[src/rtl/nmd_pkg.sv]
package nmd_pkg;

    localparam int SW_W   = 3;
    localparam int FACT_W = 4;
    localparam int PROD_W = 2 * FACT_W;
    localparam int NIB_W  = 4;
    localparam int SEG_W  = 7;
    localparam int DWELL_DEFAULT = 1250;

    typedef enum logic {
        PH_LOW  = 1'b0,
        PH_HIGH = 1'b1
    } phase_e;

    typedef struct packed {
        logic [FACT_W-1:0] a;
        logic [FACT_W-1:0] b;
    } factors_t;

    function automatic logic [FACT_W-1:0] pad_factor(input logic [SW_W-1:0] sw);
        return {{(FACT_W-SW_W){1'b0}}, sw};
    endfunction

    // Hexadecimal glyphs, bit 0 = segment a ... bit 6 = segment g.
    function automatic logic [SEG_W-1:0] hex_glyph(input logic [NIB_W-1:0] v);
        logic [SEG_W-1:0] g;
        case (v)
            4'h0: g = 7'h3F;
            4'h1: g = 7'h06;
            4'h2: g = 7'h5B;
            4'h3: g = 7'h4F;
            4'h4: g = 7'h66;
            4'h5: g = 7'h6D;
            4'h6: g = 7'h7D;
            4'h7: g = 7'h07;
            4'h8: g = 7'h7F;
            4'h9: g = 7'h6F;
            4'hA: g = 7'h77;
            4'hB: g = 7'h7C;
            4'hC: g = 7'h39;
            4'hD: g = 7'h5E;
            4'hE: g = 7'h79;
            default: g = 7'h71;
        endcase
        return g;
    endfunction

endpackage

[src/rtl/nmd_full_adder.sv]
module nmd_full_adder (
    input  logic x,
    input  logic y,
    input  logic ci,
    output logic s,
    output logic co
);
    logic xy;

    assign xy = x ^ y;
    assign s  = xy ^ ci;
    assign co = (x & y) | (xy & ci);
endmodule

[src/rtl/nmd_ripple_add.sv]
module nmd_ripple_add #(
    parameter int W = 4
) (
    input  logic [W-1:0] x,
    input  logic [W-1:0] y,
    output logic [W-1:0] sum,
    output logic         co
);
    logic [W:0] carry;

    assign carry[0] = 1'b0;

    for (genvar i = 0; i < W; i++) begin : g_bit
        nmd_full_adder u_fa (
            .x  (x[i]),
            .y  (y[i]),
            .ci (carry[i]),
            .s  (sum[i]),
            .co (carry[i+1])
        );
    end

    assign co = carry[W];
endmodule

[src/rtl/nmd_array_mult.sv]
module nmd_array_mult #(
    parameter int W = 4
) (
    input  logic [W-1:0]   mcand,
    input  logic [W-1:0]   mplier,
    output logic [2*W-1:0] prod
);
    // Row r holds the running sum after adding partial product r.
    logic [W-1:0][W-1:0] row_sum;
    logic [W-1:0]        row_co;

    assign row_sum[0] = mcand & {W{mplier[0]}};
    assign row_co[0]  = 1'b0;
    assign prod[0]    = row_sum[0][0];

    for (genvar r = 1; r < W; r++) begin : g_row
        logic [W-1:0] shifted;
        logic [W-1:0] partial;

        assign shifted = {row_co[r-1], row_sum[r-1][W-1:1]};
        assign partial = mcand & {W{mplier[r]}};

        nmd_ripple_add #(.W(W)) u_add (
            .x   (shifted),
            .y   (partial),
            .sum (row_sum[r]),
            .co  (row_co[r])
        );

        assign prod[r] = row_sum[r][0];
    end

    assign prod[2*W-1:W] = {row_co[W-1], row_sum[W-1][W-1:1]};
endmodule

[src/rtl/nmd_phase_timer.sv]
module nmd_phase_timer
    import nmd_pkg::*;
#(
    parameter int DWELL = DWELL_DEFAULT
) (
    input  logic   clk,
    input  logic   rst,
    output phase_e phase
);
    localparam int CNT_W = (DWELL > 2) ? $clog2(DWELL) : 1;
    localparam logic [CNT_W-1:0] LAST = CNT_W'(DWELL - 1);

    logic [CNT_W-1:0] cnt;

    always_ff @(posedge clk) begin
        if (rst) begin
            cnt   <= '0;
            phase <= PH_LOW;
        end else if (cnt == LAST) begin
            cnt   <= '0;
            phase <= (phase == PH_LOW) ? PH_HIGH : PH_LOW;
        end else begin
            cnt <= cnt + 1'b1;
        end
    end
endmodule

[src/rtl/nibble_mux_mult.sv]
module nibble_mux_mult
    import nmd_pkg::*;
#(
    parameter int DWELL = DWELL_DEFAULT
) (
    input  logic       clk,
    input  logic       rst,
    input  logic [2:0] sw_a,
    input  logic [2:0] sw_b,
    output logic [6:0] seg,
    output logic       dot
);
    factors_t          fq;
    logic [PROD_W-1:0] prod;
    phase_e            phase;
    logic [NIB_W-1:0]  nib;

    always_ff @(posedge clk) begin
        if (rst) begin
            fq <= '0;
        end else begin
            fq.a <= pad_factor(sw_a);
            fq.b <= pad_factor(sw_b);
        end
    end

    nmd_array_mult #(.W(FACT_W)) u_mult (
        .mcand  (fq.a),
        .mplier (fq.b),
        .prod   (prod)
    );

    nmd_phase_timer #(.DWELL(DWELL)) u_timer (
        .clk   (clk),
        .rst   (rst),
        .phase (phase)
    );

    always_comb begin
        case (phase)
            PH_LOW:  nib = prod[NIB_W-1:0];
            default: nib = prod[PROD_W-1:NIB_W];
        endcase
    end

    assign seg = hex_glyph(nib);
    assign dot = (phase == PH_LOW);
endmodule

[config.mk]
export PLATFORM = sky130hd
export DESIGN_NAME = nibble_mux_mult
export DESIGN_NICKNAME = d
export VERILOG_FILES = /design/src/rtl/nmd_pkg.sv /design/src/rtl/nmd_full_adder.sv /design/src/rtl/nmd_ripple_add.sv /design/src/rtl/nmd_array_mult.sv /design/src/rtl/nmd_phase_timer.sv /design/src/rtl/nibble_mux_mult.sv
export SDC_FILE = /design/constraint.sdc
export NUM_CORES = 1
export LEC_CHECK = 0
export BUFFER_PORTS_ARGS = -buffer_cell sky130_fd_sc_hd__buf_2
export CAP_MARGIN = 10
export CORE_UTILIZATION = 30
export DETAILED_ROUTE_END_ITERATION = 10
export GPL_TIMING_DRIVEN = 0
export HOLD_SLACK_MARGIN = 0.12
export PLACE_DENSITY = 0.47
export SYNTH_ARGS = -nofsm -noshare
export SYNTH_HDL_FRONTEND = slang
export SYNTH_SLANG_ARGS = --single-unit
[constraint.sdc]
create_clock -name clk -period 7.47 [get_ports clk]
set_input_delay 1.8675 -clock clk [delete_from_list [all_inputs] [get_ports clk]]
set_output_delay 1.8675 -clock clk [all_outputs]
set_load 0.02 [all_outputs]
==> flow_metrics.tcl <==
set metrics [dict create \
    status "finished, final reports clean" \
    cts-resized-gates 0 \
    rsz0062_at_grt "false" \
    fin_skew_ps 2.16 \
    power.total_mw 0.213 \
    path_cells "and2_1 > ha_1 > fa_1 > ha_1 > inv_1 > fa_1 > fa_1 > mux2i_1 > inv_1 > ha_1 > nor3_1 > a31oi_1 > o22ai_1 > buf_2" \
    drc 0 \
    crit_type "reg2out" \
    crit_fanout 5 \
    viasPerCell 4.89 \
    ant_nets 0 \
    grt_pass1_vias 965 \
    postCtsSetupBuffers 0 \
    utilization_pct 36.6 \
    fillers 410 \
    synth_top_area_share_pct 31.1 \
    syn_inst 135 \
    grt_max_degree 11 \
    firstDrtPassIters 4 \
    cap_viol_max_count 0 \
    drt_wl_total_um 2200 \
    cp_slowest_cell "fa_1" \
    synth_adder_area_share_pct 18.1 \
    synth_cell_type_count 32 \
    diodes 0 \
    first_iter_violations 74 \
    fin_nets 178 \
    hp-class "reg2reg" \
    htree_levels 1 \
    whs_ps 498 \
    wl_per_cell_um 10.9 \
    dp_hpwl_um 1780 \
    yosysSeqAreaShare_pct 31.1 \
    relSlewSlack_pct 70.7 \
    grt_pass1_wl_um 4110 \
    max_stage_delay_ps 430 \
    synth_area_um2 1160 \
    synth_compound_area_share_pct 16.2 \
    synth.top_cells.by_area "dfxtp_1 31%, ha_1 13%, fa_1 5.2%, a21oi_1 4.7%, and2_1 3.2%" \
    cts_buffer_depth 2 \
    cp.arrival_ps 3830 \
    via_count 987 \
    core_um2 3690 \
    grt_usage_pct 12.5 \
    min_from "u_timer.cnt[10]" \
    setup_ws_ps 1770 \
    p_per_area_nw_per_um2 158 \
    yosysTopAreaCell "dfxtp_1" \
    ys_ff_latch 18 \
    start_util_pct 31.4 \
    worstReg2RegStart "u_timer.cnt[0]" \
    gp_congestion 0.829 \
    period_minus_slack_ps 5700 \
    fin_setup_tns_ps 0 \
    dieArea_um2 4120 \
    muxShareOfSynthArea_pct 1.73 \
    endpoint_kind "primary output" \
    synth_top_family_by_area "simple AND/OR/NAND/NOR gates" \
    fmax_mhz 175 \
    setup_viol_count_final 0 \
    numCtsBuffers 3 \
    cts_tree "done" \
    rows 22 \
    cts_root_buf "clkbuf_8" \
    finalHoldViolations 0 \
    clk_pin_slew_worst_paths_ps 70 \
    syn_nets 158 \
    antenna_found_initial 0 \
    worst_slew_pin_slew_ps 427 \
    die_w_um 64.2 \
    place_ws_ps 2030 \
    postSynthAreaPerCell_um2 8.59 \
    portBuffers 15 \
    cts_sinks 18 \
    startpoint "fq[5]" \
    hold_buffers 0 \
    ioPinCount 16 \
    worstPathRequired_ps 5600 \
    synth_xor_xnor_area_share_pct 3.02 \
    ir_drop_uv 80.7 \
    drv_slew 0 \
    die_y_um 64.2 \
    synthSimpleGateAreaFrac_pct 25.2 \
    grt_overflow 0 \
    syn_to_final_growth_pct 16.4 \
    fin_crit_sh_pct 76.3 \
    synth_warnings 0 \
    drive_gt1_share_pct 13.6 \
    clock_latency_ps 250 \
    p_leak_nw 0.507 \
    setup.worst_path.start_class "register" \
]
cell families (layout without fill, tap and decap cells):
family | count (synthesis) | after routing
buf+inv | 14 | 33
fa+ha+maj | 15 | 15
mux | 2 | 2
simple gates | 52 | 52
flops | 18 | 18
xor+xnor | 4 | 4
compound gates | 30 | 30
power by group:
part / switching, mW / total, mW / leakage (nW) / internal (mW)
combinational: 0.0195 / 0.0333 / 0.331 / 0.0139
clock: 0.0306 / 0.0774 / 0.0288 / 0.0467
sequential: 0.00329 / 0.102 / 0.147 / 0.0991
worst paths after layout:
| path | end | slack [ps] | cells past startpoint |
|---|---|---|---|
| setup reg to reg | u_timer.cnt[10] | 5710 | 5 |
| hold / removal | u_timer.cnt[10] | 500 | 2 |
| hold reg to reg | u_timer.cnt[10] | 500 | 2 |
| setup / recovery | seg[3] | 1770 | 14 |
layout by cell type (no fill, tap or decap), types with 2 or more instances in the layout:
cell type and instances:
o21ai_0 4, nor2_1 7, xnor2_1 3, nor2b_1 6
fa_1 3, nor3_1 3, a21boi_0 2, inv_1 10
or3_1 3, buf_2 16, ha_1 12, nand4_1 3
nand3_1 5, mux2i_1 2, or4_1 4, nand2b_1 4
o31ai_1 5, o22a_1 2, nand2_1 8, dfxtp_1 18
a21oi_1 11, and2_1 6, clkbuf_1 3, o22ai_1 2
clkbuf_8 4
through the flow:
stage	area (um^2)	cells
after floorplan	1160	135
after global placement	1290	198
after detailed placement	1290	198
after CTS	1350	202
after global routing	1350	202
final	1350	202
cell type report:
| cell class | count | area (um^2) | share of cell area (%) |
|---|---|---|---|
| sequential | 18 | 360 | 26.7 |
| buffer | 4 | 16.3 | 1.20 |
| multi-input combinational | 103 | 746 | 55.2 |
| clock buffer | 4 | 55.1 | 4.08 |
| timing repair buffer | 15 | 75.1 | 5.56 |
| inverter | 10 | 37.5 | 2.78 |
| tap | 48 | 60.1 | 4.45 |
flip-flops by register name, indices dropped and copies added, names as in the netlist:
name and count:
fq 6, u_timer.cnt 11, u_timer.phase 1
worst max-delay path: cells and delay by family, from the launching register on:
family,cells,cell delay (ps)
adder cells (fa/ha/maj),6,1950
AND/OR/NAND/NOR,2,330
multiplexers,1,360
AO/OA/AOI/OAI,2,200
flip-flops,1,320
buffers and inverters,3,420
synthesized netlist by cell type, drive strengths merged:
library cell and n:
ha 12, clkbuf 3, nand2b 4, or4b 1
or4 4, a2111oi 1, buf 1, o22a 2
inv 10, fa 3, nor2 7, a21o 1
o21ai 4, or3 3, nand2 8, a21boi 2
nor4 1, a22oi 1, a31oi 1, or3b 1
mux2i 2, dfxtp 18, o31ai 5, and2 6
o22ai 2, nor3 3, a21oi 11, nand4 3
xnor2 3, xor2 1, nor2b 6, nand3 5
metal layers:
layer	global-route usage (%)	vias up	wire [um]
met3	1.61	2	44
met5	0	-	0
met1	14.3	462	1020
met4	5.83	0	23
met2	23.0	11	1110
li1	-	512	-
No activity file was read; power rests on OpenSTA's default activity.
